[config.mk]
export PLATFORM = sky130hd
export DESIGN_NAME = mem_width_seq
export DESIGN_NICKNAME = d
export VERILOG_FILES = /design/src/rtl/mws_pkg.sv /design/src/rtl/mws_planner.sv /design/src/rtl/mws_lane_steer.sv /design/src/rtl/mws_assembler.sv /design/src/rtl/mws_fetch_ptr.sv /design/src/rtl/mem_width_seq.sv
export SDC_FILE = /design/constraint.sdc
export NUM_CORES = 1
export LEC_CHECK = 0
export BUFFER_PORTS_ARGS = -buffer_cell sky130_fd_sc_hd__buf_2
export CORE_MARGIN = 2
export CORE_UTILIZATION = 49
export DETAILED_ROUTE_END_ITERATION = 10
export MAX_ROUTING_LAYER = met4
export PLACE_DENSITY = 0.78
export SLEW_MARGIN = 20
export SYNTH_ARGS = -nofsm -noshare
export SYNTH_HDL_FRONTEND = slang
export SYNTH_SLANG_ARGS = --single-unit
[constraint.sdc]
create_clock -name clk -period 3.2 [get_ports clk]
set_input_delay 0.32 -clock clk [delete_from_list [all_inputs] [get_ports clk]]
set_output_delay 0.32 -clock clk [all_outputs]
set_load 0.03 [all_outputs]
[src/rtl/mws_pkg.sv]
package mws_pkg;
  localparam int BYTE_W = 8;
  localparam int DATA_W = 2 * BYTE_W;

  typedef enum logic {
    ST_IDLE = 1'b0,
    ST_BUS  = 1'b1
  } seq_state_e;

  typedef struct packed {
    logic fetch;
    logic write;
    logic word;
    logic bus8;
  } req_kind_t;
endpackage

[src/rtl/mws_planner.sv]
module mws_planner (
  input  logic       bus8,
  input  logic       fetch,
  input  logic       word,
  input  logic       addr_lsb,
  output logic       full,
  output logic       split,
  output logic [1:0] nbytes
);
  logic eff_word;

  always_comb begin
    // a fetch is a word only when the 16-bit bus can deliver it in one aligned cycle
    eff_word = fetch ? (!bus8 && !addr_lsb) : word;
    split    = eff_word && (bus8 || addr_lsb);
    full     = eff_word && !split;
    nbytes   = eff_word ? 2'd2 : 2'd1;
  end
endmodule

[src/rtl/mws_lane_steer.sv]
module mws_lane_steer
  import mws_pkg::*;
#(
  parameter int AW = 20
) (
  input  logic              bus8,
  input  logic              full,
  input  logic              phase,
  input  logic [AW-1:0]     base,
  input  logic [DATA_W-1:0] wdata,
  input  logic [DATA_W-1:0] rdata_in,
  output logic [AW-1:0]     cyc_addr,
  output logic [1:0]        be,
  output logic [DATA_W-1:0] wdata_out,
  output logic [BYTE_W-1:0] rd_byte
);
  logic              hi_lane;
  logic [BYTE_W-1:0] wr_byte;

  always_comb begin
    cyc_addr = base + AW'(phase);
    hi_lane  = !bus8 && cyc_addr[0];
    wr_byte  = phase ? wdata[DATA_W-1:BYTE_W] : wdata[BYTE_W-1:0];
    if (full) begin
      be        = 2'b11;
      wdata_out = wdata;
    end else if (hi_lane) begin
      be        = 2'b10;
      wdata_out = {wr_byte, {BYTE_W{1'b0}}};
    end else begin
      be        = 2'b01;
      wdata_out = {{BYTE_W{1'b0}}, wr_byte};
    end
    rd_byte = hi_lane ? rdata_in[DATA_W-1:BYTE_W] : rdata_in[BYTE_W-1:0];
  end
endmodule

[src/rtl/mws_assembler.sv]
module mws_assembler
  import mws_pkg::*;
(
  input  logic              clk,
  input  logic              rst_l,
  input  logic              cap_en,
  input  logic              full,
  input  logic              phase,
  input  logic [DATA_W-1:0] rdata_in,
  input  logic [BYTE_W-1:0] rd_byte,
  output logic [DATA_W-1:0] data
);
  logic [DATA_W-1:0] data_q, data_n;

  always_comb begin
    data_n = data_q;
    if (cap_en) begin
      if (full) begin
        data_n = rdata_in;
      end else if (!phase) begin
        data_n = {{BYTE_W{1'b0}}, rd_byte};
      end else begin
        data_n[DATA_W-1:BYTE_W] = rd_byte;
      end
    end
  end

  always_ff @(posedge clk or negedge rst_l) begin
    if (!rst_l) data_q <= '0;
    else        data_q <= data_n;
  end

  assign data = data_q;

  // the first byte of a narrow access clears the upper byte
  a_r3_upper_cleared: assert property (@(posedge clk) disable iff (!rst_l)
    (cap_en && !full && !phase) |=> (data[DATA_W-1:BYTE_W] == '0));

  // the second byte of a split lands in the upper byte and keeps the lower byte
  a_r5_second_byte_high: assert property (@(posedge clk) disable iff (!rst_l)
    (cap_en && !full && phase) |=>
      (data == {$past(rd_byte), $past(data[BYTE_W-1:0])}));
endmodule

[src/rtl/mws_fetch_ptr.sv]
module mws_fetch_ptr #(
  parameter int AW = 20
) (
  input  logic          clk,
  input  logic          rst_l,
  input  logic          load,
  input  logic [AW-1:0] target,
  input  logic          adv,
  input  logic [1:0]    adv_bytes,
  output logic [AW-1:0] ptr
);
  logic [AW-1:0] ptr_q, ptr_n;

  always_comb begin
    ptr_n = ptr_q;
    if (load)     ptr_n = target;
    else if (adv) ptr_n = ptr_q + AW'(adv_bytes);
  end

  always_ff @(posedge clk or negedge rst_l) begin
    if (!rst_l) ptr_q <= '0;
    else        ptr_q <= ptr_n;
  end

  assign ptr = ptr_q;

  a_r11_load_target: assert property (@(posedge clk) disable iff (!rst_l)
    load |=> (ptr == $past(target)));

  // advance by exactly the bytes fetched, modulo the address space
  a_r9_advance: assert property (@(posedge clk) disable iff (!rst_l)
    (adv && !load) |=> (ptr == $past(ptr) + AW'($past(adv_bytes))));
endmodule

[src/rtl/mem_width_seq.sv]
module mem_width_seq
  import mws_pkg::*;
#(
  parameter int AW = 20
) (
  input  logic              clk,
  input  logic              rst_n,
  input  logic              bus8_mode,
  input  logic              req_valid,
  input  logic              req_fetch,
  input  logic              req_write,
  input  logic              req_word,
  input  logic [AW-1:0]     req_addr,
  input  logic [DATA_W-1:0] req_wdata,
  input  logic              xfer_valid,
  input  logic [AW-1:0]     xfer_target,
  output logic              busy,
  output logic              done,
  output logic [DATA_W-1:0] rdata,
  output logic [1:0]        rd_bytes,
  output logic [AW-1:0]     fetch_addr,
  output logic              bus_cyc,
  output logic              bus_wr,
  output logic [AW-1:0]     bus_addr,
  output logic [1:0]        bus_be,
  output logic [DATA_W-1:0] bus_wdata,
  input  logic [DATA_W-1:0] bus_rdata,
  input  logic              bus_rdy
);
  // reset: asserted asynchronously, released on a clock edge
  logic rst_meta, rst_l;
  always_ff @(posedge clk or negedge rst_n) begin
    if (!rst_n) begin
      rst_meta <= 1'b0;
      rst_l    <= 1'b0;
    end else begin
      rst_meta <= 1'b1;
      rst_l    <= rst_meta;
    end
  end

  seq_state_e        st_q, st_n;
  logic              phase_q, phase_n;
  req_kind_t         kind_q, kind_n;
  logic [AW-1:0]     base_q, base_n;
  logic [DATA_W-1:0] wd_q, wd_n;
  logic              done_q, done_n;
  logic [1:0]        bytes_q, bytes_n;

  logic              full, split, last, hs;
  logic [1:0]        nbytes;
  logic [AW-1:0]     cyc_addr, ptr;
  logic [1:0]        be;
  logic [DATA_W-1:0] steer_wd;
  logic [BYTE_W-1:0] rd_byte;

  mws_planner u_plan (
    .bus8     (kind_q.bus8),
    .fetch    (kind_q.fetch),
    .word     (kind_q.word),
    .addr_lsb (base_q[0]),
    .full     (full),
    .split    (split),
    .nbytes   (nbytes)
  );

  mws_lane_steer #(.AW(AW)) u_steer (
    .bus8      (kind_q.bus8),
    .full      (full),
    .phase     (phase_q),
    .base      (base_q),
    .wdata     (wd_q),
    .rdata_in  (bus_rdata),
    .cyc_addr  (cyc_addr),
    .be        (be),
    .wdata_out (steer_wd),
    .rd_byte   (rd_byte)
  );

  assign hs   = (st_q == ST_BUS) && bus_rdy;
  assign last = !split || phase_q;

  mws_assembler u_asm (
    .clk      (clk),
    .rst_l    (rst_l),
    .cap_en   (hs && !kind_q.write),
    .full     (full),
    .phase    (phase_q),
    .rdata_in (bus_rdata),
    .rd_byte  (rd_byte),
    .data     (rdata)
  );

  mws_fetch_ptr #(.AW(AW)) u_fptr (
    .clk       (clk),
    .rst_l     (rst_l),
    .load      (xfer_valid),
    .target    (xfer_target),
    .adv       (hs && last && kind_q.fetch),
    .adv_bytes (nbytes),
    .ptr       (ptr)
  );

  // next-state process
  always_comb begin
    st_n    = st_q;
    phase_n = phase_q;
    kind_n  = kind_q;
    base_n  = base_q;
    wd_n    = wd_q;
    bytes_n = bytes_q;
    done_n  = 1'b0;
    case (st_q)
      ST_IDLE: begin
        if (req_valid) begin
          st_n         = ST_BUS;
          phase_n      = 1'b0;
          kind_n.fetch = req_fetch;
          kind_n.write = req_write && !req_fetch;
          kind_n.word  = req_word;
          kind_n.bus8  = bus8_mode;
          base_n       = req_fetch ? ptr : req_addr;
          wd_n         = req_fetch ? '0 : req_wdata;
        end
      end
      ST_BUS: begin
        if (bus_rdy) begin
          if (last) begin
            st_n    = ST_IDLE;
            phase_n = 1'b0;
            done_n  = 1'b1;
            bytes_n = nbytes;
          end else begin
            phase_n = 1'b1;
          end
        end
      end
      default: st_n = ST_IDLE;
    endcase
  end

  // register process
  always_ff @(posedge clk or negedge rst_l) begin
    if (!rst_l) begin
      st_q    <= ST_IDLE;
      phase_q <= 1'b0;
      kind_q  <= '0;
      base_q  <= '0;
      wd_q    <= '0;
      done_q  <= 1'b0;
      bytes_q <= 2'd0;
    end else begin
      st_q    <= st_n;
      phase_q <= phase_n;
      kind_q  <= kind_n;
      base_q  <= base_n;
      wd_q    <= wd_n;
      done_q  <= done_n;
      bytes_q <= bytes_n;
    end
  end

  assign busy       = (st_q == ST_BUS);
  assign bus_cyc    = (st_q == ST_BUS);
  assign bus_wr     = bus_cyc && kind_q.write;
  assign bus_addr   = cyc_addr;
  assign bus_be     = bus_cyc ? be : 2'b00;
  assign bus_wdata  = bus_wr ? steer_wd : '0;
  assign done       = done_q;
  assign rd_bytes   = bytes_q;
  assign fetch_addr = ptr;

  a_r6_hold_while_waiting: assert property (@(posedge clk) disable iff (!rst_l)
    (bus_cyc && !bus_rdy) |=> (bus_cyc && $stable(bus_addr) && $stable(bus_be)
                               && $stable(bus_wdata) && $stable(bus_wr)));

  // the second half of a split follows at the next address, wrapping
  a_r2_second_half_next_addr: assert property (@(posedge clk) disable iff (!rst_l)
    (bus_cyc && bus_rdy && split && !phase_q) |=>
      (bus_cyc && (bus_addr == $past(bus_addr) + AW'(1))));

  a_r7_done_single_pulse: assert property (@(posedge clk) disable iff (!rst_l)
    done |=> !done);

  a_r7_done_after_handshake: assert property (@(posedge clk) disable iff (!rst_l)
    done |-> $past(bus_cyc && bus_rdy));

  a_r4_narrow_bus_low_lane: assert property (@(posedge clk) disable iff (!rst_l)
    (bus_cyc && kind_q.bus8) |-> (bus_be == 2'b01));

  a_r1_full_lanes_aligned: assert property (@(posedge clk) disable iff (!rst_l)
    (bus_cyc && bus_be == 2'b11) |-> (!kind_q.bus8 && !bus_addr[0]));

  a_r3_lanes_nonempty: assert property (@(posedge clk) disable iff (!rst_l)
    bus_cyc |-> (bus_be != 2'b00));
endmodule

==> results of run 1 <==
## worst max-delay path, cell delays in order (launching register included)
cell	delay [ns]
dfrtp_1	0.50
ha_1	0.24
ha_1	0.21
nand2_1	0.12
nor3_1	0.47
and3_1	0.25
xor2_1	0.14
buf_2	0.21
## stage by stage
step           cell area [sq um]  setup WS (ns)
5_1_grt                     5860          0.158
6_report                    5860          0.366
4_1_cts                     5830          0.365
3_3_place_gp                5590          0.655
3_5_place_dp                5590          0.568
2_1_floorplan               4710          0.508
## routing by layer
layer | GRT usage [%] | share of wire (%) | vias up
met5 | - | 0 | -
met2 | 40.1 | 47 | 223
li1 | - | - | 2146
met3 | 3.69 | 7.6 | 16
met1 | 38.2 | 44 | 2149
met4 | 7.79 | 1.5 | 0
## cell usage in the layout (no fill, tap or decap), types with 14 or more instances in the layout
cell type	netlist	layout
mux2i_1	22	22
nor2_1	51	51
a32oi_1	16	16
nand3_1	14	14
nand2_1	65	64
buf_2	1	160
nand2b_1	18	18
dfrtp_1	83	82
o21ai_0	43	43
## layout make-up
cell class | instances | area [sq um] | share of cell area, %
clock inverter | 7 | 101 | 1.73
timing repair buffer | 170 | 898 | 15.3
inverter | 9 | 33.8 | 0.577
multi-input combinational | 386 | 2460 | 41.9
sequential | 83 | 2080 | 35.5
clock buffer | 9 | 124 | 2.11
antenna | 1 | 2.50 | 0.0427
tap | 129 | 161 | 2.75
## cells by family after synthesis
family | after synthesis
compound gates | 119
xor+xnor | 21
fa+ha+maj | 3
buf+inv | 37
flops | 83
mux | 42
other cells | 1
simple gates | 200
## final timing paths
| check | startpoint | endpoint | slack [ns] | cells past startpoint |
|---|---|---|---|---|
| max reg2reg | kind_q[3] | u_fptr.ptr[14] | 0.50 | 10 |
| min reg2reg | rst_l | wd_q[3] | 0.28 | 0 |
| max in group asynchronous | rst_l | wd_q[12] | 2.33 | 1 |
| min in group asynchronous | rst_n | rst_l | 0.27 | 2 |
| max | base_q[0] | bus_addr[12] | 0.37 | 7 |
| min | xfer_target[4] | u_fptr.ptr[4] | 0.17 | 3 |
## flip-flops by register name (all words and copies together), names as in the netlist
name / count
done: 1
u_fptr.ptr: 20
kind_q: 4
rst_l: 1
bus_cyc: 1
base_q: 20
wd_q: 16
rd_bytes: 2
u_asm.data: 16
phase_q: 1
rst_meta: 1
## power by group
part           leakage [nW]  internal [mW]  switching [mW]  total (mW)
Sequential             1.01           1.46           0.438        1.90
Clock                 0.106          0.445           0.417       0.862
Combinational          1.62          0.882            1.75        2.63
Total                  2.73           2.78            2.60        5.38
==> metrics.txt, run 1 <==
Async SR Flop Fraction 100%; area of the mapped netlist 0.00471 sq mm; Site Rows 35; Worst EP arrival 2.51 ns; FMAX 353 MHz; crit-path max FO 8; routed len/inst roughly 17 um; Tightest Hold Check Type primary input to flip-flop; initial core utilization between 50 and 60%; register area share after synthesis between 40% and 50%; DP HPWL 9930 um; clk slew on worst S/H paths 0.09 ns; RSZ-0062 raised after global routing false; WS Path Type flip-flop to output port; Req. time, crit path 2.88 ns; fin crit share just under 90%; Avg Cell Area, Syn 9.30 sq um; TNS Setup 0 ns; full die area around 0.010 sq mm; FILL cells 835; Cells after DPL 775; Final Non-Filler Cells 794; Top Ports 161; Peak VDD IR about 0.00044 V; Yosys cell types 58; Worst Setup Start Kind flip-flop; Slew HR around two fifths; share of cells above drive strength 1 31.2%; post-synthesis mux area share 9.47%; XOR/XNOR share of the synthesized area slightly below 4%; Synth Area in Compound Gates 16.5%; Worst Tran Pin Value 0.884 ns; area grow syn2layout 24.5%; Synth top cells by count dfrtp_1, nand2_1, nor2_1; post-layout util 63.1%; Yosys warnings 0; Via density 5.71; chip height 102 um; DRC Markers 0; Synth top area share between 40% and 50%; Iteration-0 DRC Markers just over 200; MaxCap Viol Count 0; CTS Buf Count 9; Pwr per Cell Area 919 mW/mm^2; vias 4534; clk root buf clkbuf_8; Post-Syn Nets 590; Fin Clk Skew 0.00952 ns; worst skew pair latency 0.36 ns; Placer Congestion 0.914; final hold viol count 0; hold buffers post-CTS 1; Yosys top cell by area dfrtp_1; antenna-violating nets left 0; Synth area leaders dfrtp_1, nand2_1, mux2i_1, o21ai_0, nor2_1; CTS Sinks 83; largest family of logic cells by synthesized area simple AND/OR/NAND/NOR gates; I/O Buffers 160; minimum clock period roughly 2.8 ns; Max H-tree Level 3; Setup-failing EPs final 0; Slew Limit Fails 0; status completed; Leak 2.73 nW; Max clock buf depth 2; adder-cell share of the synthesized area 0.798%; WL final 13500 um; #FFs+latches synth 83; GRT Total Usage a little over a quarter; Final nets 743; Post-synth EDFFs 0; Hold WS 0.166 ns; clock tree from TritonCTS built; synthesized instance count about 510; first-pass GRT wire length 21100 um; largest net degree at the start of global routing 82; DR pass1 iterations 5; Synth Flop Type dfrtp_1; global route total overflow 0; Core Footprint 0.00928 sq mm; Synth Area in Simple Gates around 21%; Die Wd 102 um; Setup Buffers After CTS 0; count leader, synth dfrtp_1; # resized after CTS 0; vias in the first global route roughly 4.2k; initial antenna violation count 0; crit end category output port; Power Total 5.38 mW
Power figures use the tool's default switching activity.
==> inputs of run 2 (changes only) <==
Settings changed: SETUP_SLACK_MARGIN from default to 0.5.
==> run 2 against run 1 <==
  * Die area unchanged
  * First-iteration DRC count increased by 0.97%
  * Clock-buffer cell count unchanged
  * Core utilization increased by 0.98 points
  * Routed wire length increased by 1.6%
  * Total power increased by 2.0%
  * Maximum frequency increased by 11%
  * Non-clock buffer count increased by 7
  * Critical path depth increased by 3
  * Largest cell class unchanged
  * Largest power group unchanged
  * Highest routed layer unchanged
==> metrics.txt, run 2 (synthesis gave the netlist of run 1 again) <==
Peak VDD IR 0.000447 V (+0.89%); Top Ports 161 (unchanged); Iteration-0 DRC Markers 209 (+0.97%); Die Wd 102 um (unchanged); clock tree from TritonCTS built; area grow syn2layout 26.5%; Core Footprint 0.00928 sq mm (unchanged); minimum clock period 2.56 ns (-0.274 ns); status completed; Worst EP arrival 2.85 ns (+0.34 ns); most common cell after layout, fill and taps aside buf_2; delay-heaviest family, CP simple AND/OR/NAND/NOR gates; DR pass1 iterations 4 (-1); antenna-violating nets left 0 (unchanged); Final nets 750 (+0.94%); GRT Total Usage 26.8% (+0.060 points); Req. time, crit path 3.49 ns (+0.61 ns); Worst R2R Setup Slack 0.64 ns (+0.14 ns); routed len/inst 17.1 um (+0.70%); Final Non-Filler Cells 801 (+0.88%); CP Depth 10 (+3); crit-path max FO 7 (-1); Buf/Inv on CP 1 (unchanged); HP Start xfer_target[4]; FF-to-FF End u_fptr.ptr[14]; CTS Sinks 83 (unchanged); Site Rows 35 (unchanged); R2R cell count 10 (unchanged); DRC Markers 0 (unchanged); chip height 102 um (unchanged); Fin Clk Skew 0.0106 ns (+0.00112 ns); clk slew on worst S/H paths 0.10 ns (about the same); vias in the first global route 4185 (+0.048%); Placer Congestion 0.914 (unchanged); Slew Limit Fails 0 (unchanged); hold endpoint u_fptr.ptr[4]; Setup-failing EPs final 0 (unchanged); highest cell delay on the worst timing path 0.51 ns (about the same); crit end category flip-flop; global route total overflow 0 (unchanged); Power Total 5.49 mW (+2.0%); I/O Buffers 160 (unchanged); Max clock buf depth 2 (unchanged); most frequent cells in the layout buf_2, dfrtp_1, nand2_1; launching point of the worst reg2reg path kind_q[0]; largest net degree at the start of global routing 82 (unchanged); Via density 5.70 (-0.15%); Max H-tree Level 3 (unchanged); DP HPWL 9930 um (unchanged); RSZ-0062 raised after global routing false; CP cell instances or3b_4 -> nand2_1 -> nor2_1 -> nor2_1 -> ha_2 -> o21a_1 -> o31ai_1 -> buf_4 -> or4_1 -> a31oi_1; Cells after DPL 775 (unchanged); Worst Tran Pin Value 0.895 ns (+0.0112 ns); vias 4567 (+0.73%); final hold viol count 0 (unchanged); CTS Buf Count 9 (unchanged); Tightest Hold Check Type primary input to flip-flop; hold depth 3 (unchanged); first-pass GRT wire length 21200 um (+0.27%); FMAX 391 MHz (+11%); fin crit share 80.0% (-8.6 points); Slew HR 40.3% (-0.75 points); full die area 0.0104 sq mm (unchanged); clk root buf clkbuf_8; initial antenna violation count 0 (unchanged); Pwr per Cell Area 923 mW/mm^2 (+0.48%); Worst path most repeated cell nor2_1; initial core utilization 50.7% (unchanged); FILL cells 820 (-1.8%); TNS Setup 0 ns (unchanged); worst skew pair latency 0.36 ns (about the same); MaxCap Viol Count 0 (unchanged); Leak 2.79 nW (+1.9%); share of cells above drive strength 1 33.4% (+2.2 points); Worst Setup Start Kind flip-flop; Critical-path top delay cell or4_1; WL final 13700 um (+1.6%); WS Path Type flip-flop to flip-flop
[run 2: cell count changes in the layout (fill, tap and decap cells not counted), sizes merged]
| cell | delta |
|---|---|
| buf | +7 |
[run 2: power by group]
part	total [mW]	switching [mW]	internal, mW
combinational	2.75	1.79	0.952
sequential	1.88	0.422	1.46
clock	0.864	0.420	0.445
[run 2: layer usage]
layer  vias up  GRT usage [%]  routed length [um]
met4         0           7.49                 166
met2       211           40.4                6480
met1      2185           38.1                6010
li1       2158              -                   -
met3        13           3.90                1080
met5         -              -                   0
[run 2: worst min-delay path: stages]
cell     delay (ns)
buf_2          0.07
nand2_1        0.04
nand3_1        0.07
[run 2: how the worst max path moves through the flow]
| stage | startpoint | slack, ns | to |
|---|---|---|---|
| floorplan | base_q[0] | 0.51 | bus_wdata[10] |
| global route | kind_q[0] | 0.50 | u_fptr.ptr[8] |
| finish | kind_q[0] | 0.64 | u_fptr.ptr[14] |
| global placement | kind_q[0] | 0.66 | u_fptr.ptr[14] |
| detailed placement | kind_q[0] | 0.57 | u_fptr.ptr[14] |
| CTS | base_q[0] | 0.48 | bus_wdata[1] |
[run 2: area by class of cell]
cell class / count / area (sq um) / area share (%)
Clock inverter: 7 / 101 / 1.70
Timing Repair Buffer: 177 / 951 / 16.0
Inverter: 9 / 33.8 / 0.568
Sequential cell: 83 / 2080 / 35.0
Clock buffer: 9 / 124 / 2.08
Tap cell: 129 / 161 / 2.71
Multi-Input combinational cell: 386 / 2490 / 41.9
Antenna cell: 1 / 2.50 / 0.0421
[run 2: repair_timing]
action,4_1_cts,5_1_grt
endpoints found under the hold margin,2,0
gates cloned,0,0
setup buffers,0,7
setup endpoints to repair,9,26
resized for setup,2,9
hold buffers,1,0
[run 2: stage by stage]
stage	utilization (%)	setup WS [ns]	hold slack [ns]	area, sq um
after CTS	62.9	0.481	0.164	5840
after global routing	64.1	0.499	0.175	5950
final	64.1	0.641	0.167	5950
after detailed placement	60.3	0.568	0.106	5590
after global placement	60.3	0.655	0.106	5590
after floorplan	-	0.508	0.0244	4710
